==> config.mk <==
export PLATFORM = sky130hd
export DESIGN_NAME = txirq_top
export DESIGN_NICKNAME = d
export VERILOG_FILES = /design/src/rtl/txirq_pkg.sv /design/src/rtl/txirq_occ.sv /design/src/rtl/txirq_shift.sv /design/src/rtl/txirq_pend.sv /design/src/rtl/txirq_prio.sv /design/src/rtl/txirq_top.sv
export SDC_FILE = /design/constraint.sdc
export NUM_CORES = 1
export LEC_CHECK = 0
export CAP_MARGIN = 20
export CELL_PAD_IN_SITES_DETAIL_PLACEMENT = 0
export CELL_PAD_IN_SITES_GLOBAL_PLACEMENT = 1
export CORE_MARGIN = 3
export CORE_UTILIZATION = 36
export CTS_CLUSTER_SIZE = 16
export DETAILED_ROUTE_END_ITERATION = 10
export PLACE_DENSITY_LB_ADDON = 0.08
export SYNTH_ARGS = -nofsm -noshare
export SYNTH_HDL_FRONTEND = slang
export SYNTH_SLANG_ARGS = --single-unit
==> constraint.sdc <==
create_clock -name clk -period 4.4 [get_ports clk]
set_input_delay 1.32 -clock clk [delete_from_list [all_inputs] [get_ports clk]]
set_output_delay 1.32 -clock clk [all_outputs]
set_load 0.01 [all_outputs]
==> src/rtl/txirq_pkg.sv <==
package txirq_pkg;

   typedef enum logic [2:0] {
      IID_NONE = 3'b001,
      IID_RLS  = 3'b110,
      IID_RDA  = 3'b100,
      IID_THRE = 3'b010
   } iid_e;

   localparam int NUM_SRC = 3;

   // source index 0 is the highest priority
   function automatic iid_e src_code(input int idx);
      case (idx)
         0:       return IID_RLS;
         1:       return IID_RDA;
         2:       return IID_THRE;
         default: return IID_NONE;
      endcase
   endfunction

endpackage

==> src/rtl/txirq_occ.sv <==
module txirq_occ #(
   parameter int DEPTH    = 16,
   parameter bit HAS_FIFO = 1'b1
) (
   input  logic clk,
   input  logic rst_n,
   input  logic fifo_mode,
   input  logic wr,
   input  logic take,
   output logic take_ok,
   output logic empty
);
   localparam int CNT_W = $clog2(DEPTH + 1);

   logic [CNT_W-1:0] cnt;
   logic [CNT_W-1:0] cap;
   logic             mode_q;
   logic             wr_ok;
   logic             flush;

   generate
      if (HAS_FIFO) begin : g_queue
         assign cap = fifo_mode ? CNT_W'(DEPTH) : CNT_W'(1);
      end else begin : g_single
         assign cap = CNT_W'(1);
      end
   endgenerate

   assign flush   = (fifo_mode != mode_q);
   assign wr_ok   = wr && (cnt < cap);
   assign take_ok = take && (cnt != '0);
   assign empty   = (cnt == '0);

   always_ff @(posedge clk or negedge rst_n) begin
      if (!rst_n) begin
         cnt    <= '0;
         mode_q <= 1'b0;
      end else begin
         mode_q <= fifo_mode;
         if (flush)
            cnt <= '0;
         else
            cnt <= cnt + CNT_W'(wr_ok) - CNT_W'(take_ok);
      end
   end

endmodule

==> src/rtl/txirq_shift.sv <==
module txirq_shift (
   input  logic clk,
   input  logic rst_n,
   input  logic load_ok,
   input  logic done,
   output logic busy
);
   always_ff @(posedge clk or negedge rst_n) begin
      if (!rst_n)
         busy <= 1'b0;
      else if (load_ok)
         busy <= 1'b1;
      else if (done)
         busy <= 1'b0;
   end
endmodule

==> src/rtl/txirq_pend.sv <==
module txirq_pend (
   input  logic clk,
   input  logic rst_n,
   input  logic empty,
   input  logic en,
   input  logic ack,
   output logic req
);
   logic empty_q;
   logic en_q;
   logic pend;
   logic arm;

   // fresh empty edge, or enable switched on while empty
   assign arm = (empty && !empty_q) || (en && !en_q && empty);
   assign req = pend && empty && en;

   always_ff @(posedge clk or negedge rst_n) begin
      if (!rst_n) begin
         empty_q <= 1'b1;
         en_q    <= 1'b0;
         pend    <= 1'b0;
      end else begin
         empty_q <= empty;
         en_q    <= en;
         if (arm)
            pend <= 1'b1;
         else if (ack)
            pend <= 1'b0;
      end
   end
endmodule

==> src/rtl/txirq_prio.sv <==
module txirq_prio
   import txirq_pkg::*;
#(
   parameter int NSRC = NUM_SRC
) (
   input  logic [NSRC-1:0] req,
   output iid_e            iid,
   output logic            irq
);
   logic [NSRC:0]   blocked;
   logic [NSRC-1:0] win;

   generate
      if (NSRC != NUM_SRC) begin : g_bad_nsrc
         $error("txirq_prio: NSRC must match the code table size");
      end
   endgenerate

   assign blocked[0] = 1'b0;

   for (genvar i = 0; i < NSRC; i++) begin : g_chain
      assign win[i]         = req[i] && !blocked[i];
      assign blocked[i + 1] = blocked[i] || req[i];
   end

   always_comb begin
      iid = IID_NONE;
      for (int i = 0; i < NSRC; i++) begin
         if (win[i]) iid = src_code(i);
      end
   end

   assign irq = |req;

endmodule

==> src/rtl/txirq_top.sv <==
module txirq_top
   import txirq_pkg::*;
#(
   parameter int DEPTH    = 16,
   parameter bit HAS_FIFO = 1'b1
) (
   input  logic       clk,
   input  logic       rst_n,
   input  logic       fifo_mode,
   input  logic       thr_wr,
   input  logic       ser_load,
   input  logic       shift_done,
   input  logic       lsr_rd,
   input  logic       iir_rd,
   input  logic       ier_rls_en,
   input  logic       ier_rda_en,
   input  logic       ier_thre_en,
   input  logic       rls_req,
   input  logic       rda_req,
   output logic       thre,
   output logic       temt,
   output logic       irq,
   output logic [2:0] iid
);
   generate
      if (DEPTH < 2) begin : g_bad_depth
         $error("txirq_top: DEPTH must be at least 2");
      end
   endgenerate

   logic                load_ok;
   logic                busy;
   logic                thre_req;
   logic                thre_ack;
   logic [NUM_SRC-1:0]  src_req;
   iid_e                iid_enc;

   txirq_occ #(.DEPTH(DEPTH), .HAS_FIFO(HAS_FIFO)) u_occ (
      .clk       (clk),
      .rst_n     (rst_n),
      .fifo_mode (fifo_mode),
      .wr        (thr_wr),
      .take      (ser_load),
      .take_ok   (load_ok),
      .empty     (thre)
   );

   txirq_shift u_shift (
      .clk     (clk),
      .rst_n   (rst_n),
      .load_ok (load_ok),
      .done    (shift_done),
      .busy    (busy)
   );

   assign thre_ack = iir_rd && (iid_enc == IID_THRE);

   txirq_pend u_pend (
      .clk   (clk),
      .rst_n (rst_n),
      .empty (thre),
      .en    (ier_thre_en),
      .ack   (thre_ack),
      .req   (thre_req)
   );

   assign src_req = {thre_req, rda_req && ier_rda_en, rls_req && ier_rls_en};

   txirq_prio #(.NSRC(NUM_SRC)) u_prio (
      .req (src_req),
      .iid (iid_enc),
      .irq (irq)
   );

   assign iid  = iid_enc;
   assign temt = thre && !busy;

endmodule

# == After elaboration in Yosys (flattened, before gate mapping) ==
# Index checks and enable logic that the tools add are counted.
# word_totals
reg_bits,10
input_bits,13
output_inout_bits,6
# op_classes
addsub,2
magnitude_cmp,1
n_eq_ne,2
muxes,9
reduce_logical,25
# ops
operator,n
logical AND 1 bit,13
2-to-1 mux 5 bit,2
2-to-1 mux 3 bit,3
adder 5 x 1 -> 5 bit,1
logical NOT 1 bit,5
logical NOT 5 bit,1
< comparator 5 bit,1
nonzero test 5 bit,1
subtractor 5 x 1 -> 5 bit,1
2-to-1 mux 1 bit,4
nonzero test 2 bit,2
== test 3 x 2 -> 1 bit (second input constant),1
OR reduction 3 bit,1
logical OR 1 bit,2
inequality test 1 bit,1

# == Depth between registers and ports, before layout ==
# Gate-level depths: netlist of the first run.
# depth
depth_word,9
depth_mapped,12
depth_no_buf,12

# == By module ==
# From an unflattened synthesis of the first run, not the netlist that was laid out.
# unflattened
hier_cells,66
hier_area_um2,673.1
# modules_own_cells
mod,instances,cells_per_inst,area_each_um2,seq_area_each_um2
txirq_occ,1,46,459.2,150.1
txirq_pend,1,8,112.6,76.3
txirq_shift,1,3,36.3,25.0
txirq_prio,1,5,33.8,0.0
txirq_top,1,4,31.3,0.0

# == Worst setup path after synthesis of the first run ==
# No wires, ideal clock.
# synth_timing
kind,input-to-output
start,input rls_req
end,output iid[1]
arrival_time_ns,1.930
path_slack_ns,1.150
stages,3
path_cell_list,a22oi_1 > inv_1 > o21ai_1
# synth_between
elab_chain_len,5
# synth_rtl
element,line,source
"start, declared",txirq_top.sv:18,"input logic rls_req,"
logical AND 1 bit *,txirq_top.sv:67,"assign src_req = {thre_req, rda_req && ier_rda_en, rls_req && ier_rls_en};"
logical NOT 1 bit / logical OR 1 bit (equally long branches),"txirq_prio.sv:22, txirq_prio.sv:23",
logical AND 1 bit / logical NOT 1 bit (equally long branches),txirq_prio.sv:22,assign win[i] = req[i] && !blocked[i];
2-to-1 mux 3 bit / logical AND 1 bit (equally long branches),"txirq_prio.sv:29, txirq_prio.sv:22",
2-to-1 mux 3 bit *,txirq_prio.sv:29,if (win[i]) iid = src_code(i);
"end, declared",txirq_top.sv:23,output logic [2:0] iid
# Mark *: on every way between the ends. The rest lies on a longest branch, timed or not.

# == Worst setup path in the final report of the first run ==
# Same ends and word-level chain as after synthesis.

==> results.toml, run 1 <==
[run_status]
status = "complete, no violations"

[critical_path]
endpoint_kind = "output port"
startpoint_type = "primary input"
critPathRequiredTime_ns = 3.08
worst_ep_arrival_time_ns = 2.83
crit_fanout = 4
path_class = "in2out"
reg2reg_slack_ns = 1.61

[clock_network]
clk_path_buf_depth = 2
holdBufCountCts = 0
cts_resized = 0
cts_root_buf = "clkbuf_4"
postCtsSetupBuffers = 0
cts_tree = "yes"
cts.clk_slew.worst_paths_ns = 0.07
ctsHtreeMaxLevel = 1
clk_latency_ns = 0.26
clock-sinks = 10
cts_buffers = 3

[floorplan]
fp-row-count = 14
dieHeight_um = 48.6
core-area_um2 = 1610
die-area_um2 = 2370
num_io_pins = 19
die_x_um = 48.6
initial_core_util_pct = 40.6

[worst_hold_path]
hp-class = "reg2reg"

[run]
maxCapViolations = 0

[synthesis]
ys_top_cells_by_area = "dfrtp_1 34%, ha_1 17%, inv_1 6.3%"
syn-cell-area_um2 = 654
synth_nets = 88
synth_edf_count = 0
yosysWarnings = 0
synthArstFlopShare_pct = 100
synth_cell_types = 26
ys_seq_area_share_pct = 38.4
synth_top_area_share_pct = 34.4
syn_avg_cell_area_um2 = 10.1
yosysTopAreaCell = "dfrtp_1"
syn_inst = 65
synth_ff_type = "dfrtp_1"
synth_seq_cells = 10

[sta]
min_period_ns = 4.15
clock_skew_ns = 0.00311
worstMarginPinSlew_ns = 0.432
fin_crit_sh_pct = 94.3
rsz0062_at_grt = "no"
setup_viol = 0
fin_ws_ns = 0.250
tns_ns = 0
drv_slew = 0
timing.fmax_ghz = 0.241
report.final.hold_viol_count = 0
slew_headroom_pct = 71.1

[final_layout]
area_growth_pct = 36.1
final_cell_mix = "17 x clkdlybuf4s50_1, 11 x inv_1, 9 x ha_1, 9 x dfrtp_1"
layout_commonest_cell = "clkdlybuf4s50_1"
drive_gt1_share_pct = 6.98
final.fill_count = 163
num_antenna_cells = 0
num-nets-final = 110

[placed_design]
place_ws_ns = 0.249
io_buffers = 17
dp_hpwl_um = 1040
gp_congestion = 0.758

[grt]
antenna_found_initial = 0
grt_pass1_vias = 484
grt_overflow = 0
grt_max_degree = 11
grt_pass1_wl_um = 2140
track_usage_pct = 11.6

[detailed_routing]
first_pass_iters = 4
vias = 505
avgRoutedWirePerCell_um = 11.3
routed_wl_um = 1240
drc = 0
drtIter0Drc = 7
antenna_left = 0
routed_via_density = 4.59

[pwr]
power.density_nw_per_um2 = 581
max-vdd-ir-drop_v = 0.000347
cellLeakagePower_uw = 0.000420
[layout make-up]
cell class                      instances  area (um2)  area share, %
Clock buffer                            4        36.3           4.07
Inverter                               11        41.3           4.63
Multi-Input combinational cell         44         362           40.6
Sequential cell                        10         251           28.2
Tap cell                               24        30.0           3.37
Timing Repair Buffer                   17         170           19.1
[per-stage QoR]
stage / total power (uW) / hold WS [ns] / instances / cell area (um2) / util (%)
finish: 517 / 0.480 / 110 / 891 / 55.3
global route: 568 / 0.511 / 110 / 891 / 55.3
CTS: 525 / 0.488 / 110 / 891 / 55.3
detailed placement: 441 / 0.472 / 106 / 855 / 53.0
global placement: 432 / 0.471 / 106 / 855 / 53.0
floorplan: 344 / 0.450 / 65 / 654 / -
[logic make-up (layout without fill, tap and decap cells)]
| family | Yosys count | in the layout | share of synthesized area, % |
|---|---|---|---|
| AND/OR/NAND/NOR | 18 | 18 | 17.6 |
| AO/OA/AOI/OAI | 11 | 11 | 10.5 |
| XOR/XNOR | 4 | 4 | 5.35 |
| flip-flops | 10 | 10 | 38.4 |
| adder cells (fa/ha/maj) | 10 | 10 | 20.3 |
| buffers and inverters | 11 | 32 | 6.31 |
| multiplexers | 1 | 1 | 1.53 |
[Yosys cell counts (3+ instances only)]
library cell / n
a21oi_1: 3
dfrtp_1: 9
ha_1: 9
nand2_1: 3
inv_1: 11
nor2b_1: 3
[worst paths after layout]
path	endpoint	startpoint	cells after the start
min in group asynchronous	u_occ.cnt[3]$_DFF_PN0_	rst_n	1
max in group asynchronous	u_pend.empty_q$_DFF_PN1_	rst_n	1
setup / recovery	iid[1]	rls_req	5
hold reg to reg	u_shift.busy$_DFFE_PN0P_	u_shift.busy$_DFFE_PN0P_	1
setup reg to reg	u_occ.cnt[4]$_DFF_PN0_	u_occ.cnt[2]$_DFF_PN0_	12
hold / removal	u_shift.busy$_DFFE_PN0P_	u_shift.busy$_DFFE_PN0P_	1
[where the power goes]
part	switching [uW]	total [uW]	internal, uW
combinational	136	284	148
sequential	26.5	153	126
clock	30.9	81.1	50.2
total	193	517	324
[state kept, by name, indices dropped and copies added, names as in the netlist]
signal	flops
u_occ.cnt	5
u_pend.en_q	1
u_occ.mode_q	1
u_pend.empty_q	1
u_pend.pend	1
u_shift.busy	1
[metal layers]
layer	part of all wire (%)	track usage [%]
met1	51	17.1
met2	40	15.6
met3	9.3	6.44
met4	0	0
met5	0	0
[critical path, stage by stage]
cell and delay (ns):
clkdlybuf4s50_1 0.42, a22oi_1 0.32, inv_1 0.10, o21ai_1 0.13, clkdlybuf4s50_1 0.54
(Power assumes the default switching activity.)
==> run 2, diff against run 1 <==
--- a/config.mk
+++ b/config.mk
@@ -9,7 +9,7 @@
 export CELL_PAD_IN_SITES_DETAIL_PLACEMENT = 0
 export CELL_PAD_IN_SITES_GLOBAL_PLACEMENT = 1
 export CORE_MARGIN = 3
-export CORE_UTILIZATION = 36
+export CORE_UTILIZATION = 34
 export CTS_CLUSTER_SIZE = 16
 export DETAILED_ROUTE_END_ITERATION = 10
 export PLACE_DENSITY_LB_ADDON = 0.08
==> constraint.sdc (replaced) <==
create_clock -name clk -period 4.38 [get_ports clk]
set_input_delay 1.314 -clock clk [delete_from_list [all_inputs] [get_ports clk]]
set_output_delay 1.314 -clock clk [all_outputs]
set_load 0.01 [all_outputs]
==> run 2 against run 1 <==
  * Die area is 5.1% higher
  * Cell count is 0.91% higher
  * Worst setup slack worse by 0.0096 ns
  * Critical path type unchanged
  * Largest cell class unchanged
==> results.toml, run 2 (synthesis gave the netlist of run 1 again) <==
[critical_path]
worst_ep_arrival_time_ns = 2.83
max_stage_delay_ns = 0.56
slowest_stage = "clkdlybuf4s50_1"
cp_common_cell = "clkdlybuf4s50_1"
crit_chain = "clkdlybuf4s50_1 > a22oi_1 > inv_1 > o21ai_1 > clkdlybuf4s50_1"
critPathRequiredTime_ns = 3.07
endpoint_kind = "output port"
crit_fanout = 4
reg2reg_slack_ns = 1.60
path_class = "in2out"
startpoint_type = "primary input"

[final_layout]
drive_gt1_share_pct = 6.98
area_growth_pct = 36.3
final.fill_count = 194
final_cell_mix = "17 x clkdlybuf4s50_1, 11 x inv_1, 9 x ha_1, 9 x dfrtp_1"
largest_reg_flops = 5
regMostFlops = "u_occ.cnt"
layout_commonest_cell = "clkdlybuf4s50_1"
num-nets-final = 110
num_antenna_cells = 0

[detailed_routing]
vias = 494
antenna_left = 0
routed_wl_um = 1260
first_pass_iters = 2
avgRoutedWirePerCell_um = 11.4
drc = 0
drtIter0Drc = 3
routed_via_density = 4.45

[placed_design]
gp_congestion = 0.741
io_buffers = 17
place_ws_ns = 0.220
dp_hpwl_um = 1100

[clock_network]
postCtsSetupBuffers = 0
cts_buffers = 3
clk_latency_ns = 0.27
cts_tree = "yes"
clk_path_buf_depth = 2
ctsHtreeMaxLevel = 1
clock-sinks = 10
cts.clk_slew.worst_paths_ns = 0.06
cts_root_buf = "clkbuf_4"
cts_resized = 0
holdBufCountCts = 0

[grt]
grt_max_degree = 11
track_usage_pct = 12.0
grt_overflow = 0
grt_pass1_vias = 488
antenna_found_initial = 0
grt_pass1_wl_um = 2150

[sta]
report.final.hold_viol_count = 0
min_period_ns = 4.14
timing.fmax_ghz = 0.242
slew_headroom_pct = 70.4
drv_slew = 0
fin_crit_sh_pct = 94.5
rsz0062_at_grt = "no"
fin_ws_ns = 0.241
tns_ns = 0
hold_ws_ns = 0.493
worstMarginPinSlew_ns = 0.443
setup_viol = 0
clock_skew_ns = 0.00651

[floorplan]
dieHeight_um = 49.9
die_x_um = 49.9
core-area_um2 = 1760
die-area_um2 = 2490
num_io_pins = 19
fp-row-count = 15
initial_core_util_pct = 37.1

[worst_hold_path]
hp-class = "reg2reg"

[pwr]
power.density_nw_per_um2 = 579
power_uw = 517
cellLeakagePower_uw = 0.000420
max-vdd-ir-drop_v = 0.000269

[run_status]
status = "complete, no violations"

[run]
maxCapViolations = 0
## run 2: report_power, final
group	total, uW	switching (uW)	internal, uW
Combinational	279	132	147
Clock	82.9	32.4	50.5
Sequential	155	28.0	127
## run 2: cell type report
| class | count | area (um2) | share of cell area, % |
|---|---|---|---|
| multi-input cells | 44 | 362 | 40.5 |
| flip-flops and latches | 10 | 251 | 28.2 |
| repair buffers | 17 | 170 | 19.1 |
| inverters | 11 | 41.3 | 4.63 |
| clock buffers | 4 | 36.3 | 4.07 |
| well taps | 25 | 31.3 | 3.51 |
## run 2: worst max-delay path: cells and delay by family
| family | cells | cell delay, ns |
|---|---|---|
| buffers and inverters | 3 | 1.07 |
| AOI/OAI and AO/OA | 2 | 0.44 |
## run 2: metrics by stage
stage	instance area [um2]	cells	util [%]
after global placement	856	107	48.5
after detailed placement	856	107	48.5
final	892	111	50.6
after floorplan	654	65	-
after global routing	892	111	50.6
after CTS	892	111	50.6
## run 2: final timing paths
path                       depth (start not counted)                       end                      from
max in group asynchronous                          1  u_pend.empty_q$_DFF_PN1_                     rst_n
hold reg to reg                                    1  u_shift.busy$_DFFE_PN0P_  u_shift.busy$_DFFE_PN0P_
setup / recovery                                   5                    iid[1]                   rls_req
setup reg to reg                                  12    u_occ.cnt[4]$_DFF_PN0_    u_occ.cnt[2]$_DFF_PN0_
min in group asynchronous                          1   u_pend.pend$_DFFE_PN0P_                     rst_n
hold / removal                                     1  u_shift.busy$_DFFE_PN0P_  u_shift.busy$_DFFE_PN0P_
## run 2: metal layers
layer / GRT usage [%] / vias up / routed length [um]
li1: - / 258 / -
met1: 15.7 / 225 / 594
met2: 17.6 / 11 / 598
met3: 5.74 / 0 / 71
met4: 2.76 / 0 / 0
met5: 0 / - / 0
==> run 3, diff against run 2 <==
--- a/config.mk
+++ b/config.mk
@@ -12,7 +12,7 @@
 export CORE_UTILIZATION = 34
 export CTS_CLUSTER_SIZE = 16
 export DETAILED_ROUTE_END_ITERATION = 10
-export PLACE_DENSITY_LB_ADDON = 0.08
+export PLACE_DENSITY_LB_ADDON = 0.1
 export SYNTH_ARGS = -nofsm -noshare
 export SYNTH_HDL_FRONTEND = slang
 export SYNTH_SLANG_ARGS = --single-unit
==> run 3 against run 2 <==
  * Global-route usage shrank 0.52 points
  * Core utilization shrank 0.57 points
  * Sequential power is essentially flat
  * Largest power group unchanged
  * Die area is the same
  * Highest routed layer unchanged
  * Count of clock-buffer cells in the layout is the same
  * Fmax shrank 0.32%
  * Cell count is the same
==> results.toml, run 3 (synthesis gave the netlist of run 1 again) <==
[clock_network]
cts_root_buf = "clkbuf_4"
postCtsSetupBuffers = 0
clk_path_buf_depth = 2
cts.clk_slew.worst_paths_ns = 0.06
clock-sinks = 10
cts_buffers = 3
cts_resized = 0
cts_tree = "yes"
ctsHtreeMaxLevel = 1
holdBufCountCts = 0
clk_latency_ns = 0.26

[floorplan]
num_io_pins = 19
initial_core_util_pct = 37.1
die-area_um2 = 2490
die_x_um = 49.9
core-area_um2 = 1760
dieHeight_um = 49.9
fp-row-count = 15

[placed_design]
gp_congestion = 0.759
io_buffers = 17
place_ws_ns = 0.225
dp_hpwl_um = 1090

[critical_path]
path_class = "in2out"
critPathRequiredTime_ns = 3.07
worst_ep_arrival_time_ns = 2.84
startpoint_type = "primary input"
crit_fanout = 4
endpoint_kind = "output port"

[final_layout]
layout_commonest_cell = "clkdlybuf4s50_1"
largest_reg_flops = 5
final_cell_mix = "17 x clkdlybuf4s50_1, 11 x inv_1, 9 x ha_1, 9 x dfrtp_1"
seq_area_um2 = 251
final.fill_count = 183
drive_gt1_share_pct = 5.81
num_antenna_cells = 0
num-nets-final = 110
regMostFlops = "u_occ.cnt"
multi_input_area_um2 = 362
area_growth_pct = 34.8

[detailed_routing]
antenna_left = 0
vias = 484
drc = 0
avgRoutedWirePerCell_um = 11.3
drtIter0Drc = 2
routed_wl_um = 1250
routed_via_density = 4.36
first_pass_iters = 3

[sta]
rsz0062_at_grt = "no"
fin_ws_ns = 0.228
clock_skew_ns = 0.00183
fin_crit_sh_pct = 94.8
timing.fmax_ghz = 0.241
worstMarginPinSlew_ns = 0.434
setup_viol = 0
tns_ns = 0
slew_headroom_pct = 71.0
drv_slew = 0
min_period_ns = 4.15
report.final.hold_viol_count = 0

[grt]
grt_overflow = 0
antenna_found_initial = 0
grt_pass1_wl_um = 2120
track_usage_pct = 11.4
grt_max_degree = 11
grt_pass1_vias = 497

[pwr]
max-vdd-ir-drop_v = 0.000372
cellLeakagePower_uw = 0.000414
power.density_nw_per_um2 = 567

[run]
maxCapViolations = 0

[worst_hold_path]
hp-class = "reg2reg"

[run_status]
status = "complete, no violations"
-- run 3: changes by cell type in the layout (fill, tap and decap cells not counted) --
cell      change
clkbuf_1      +1
clkbuf_8      -1
-- run 3: cell type report --
type | instances | share of cell area, %
Clock buffer | 4 | 2.98
Inverter | 11 | 4.68
Multi-Input combinational cell | 44 | 41.0
Sequential cell | 10 | 28.5
Tap cell | 25 | 3.55
Timing Repair Buffer | 17 | 19.3
-- run 3: critical path, cell delays in order --
cell and delay, ns:
clkdlybuf4s50_1 0.43, a22oi_1 0.30, inv_1 0.10, o21ai_1 0.14
clkdlybuf4s50_1 0.56
-- run 3: path summary, 6_finish.rpt --
path / startpoint / end / slack [ns] / cells past startpoint
max reg2reg: u_occ.cnt[2]$_DFF_PN0_ / u_occ.cnt[4]$_DFF_PN0_ / 1.59 / 12
max: rls_req / iid[1] / 0.23 / 5
min in group asynchronous: rst_n / u_occ.cnt[3]$_DFF_PN0_ / 1.36 / 1
min: u_shift.busy$_DFFE_PN0P_ / u_shift.busy$_DFFE_PN0P_ / 0.48 / 1
max in group asynchronous: rst_n / u_pend.empty_q$_DFF_PN1_ / 2.69 / 1
min reg2reg: u_shift.busy$_DFFE_PN0P_ / u_shift.busy$_DFFE_PN0P_ / 0.48 / 1
-- run 3: layer usage --
metal | vias up | GRT usage [%] | routed length, um
met5 | - | 0 | 0
met4 | 0 | 2.76 | 0
met3 | 0 | 5.44 | 52
met2 | 9 | 18.1 | 581
met1 | 216 | 14.0 | 616
li1 | 259 | - | -
-- run 3: per-stage QoR --
stage	hold WS [ns]	instances	area [um2]	power, uW	utilization, %
2_1_floorplan	0.450	65	654	346	-
3_3_place_gp	0.474	107	856	437	48.5
3_5_place_dp	0.472	107	856	441	48.5
4_1_cts	0.486	111	882	509	50.0
5_1_grt	0.515	111	882	552	50.0
6_report	0.482	111	882	500	50.0
-- run 3: power by group --
group | internal, uW | switching [uW] | total, uW | leakage [uW]
sequential | 127 | 27.2 | 154 | 0.000120
combinational | 148 | 133 | 281 | 0.000279
clock | 35.2 | 30.5 | 65.7 | 0.0000150
total | 309 | 191 | 500 | 0.000414
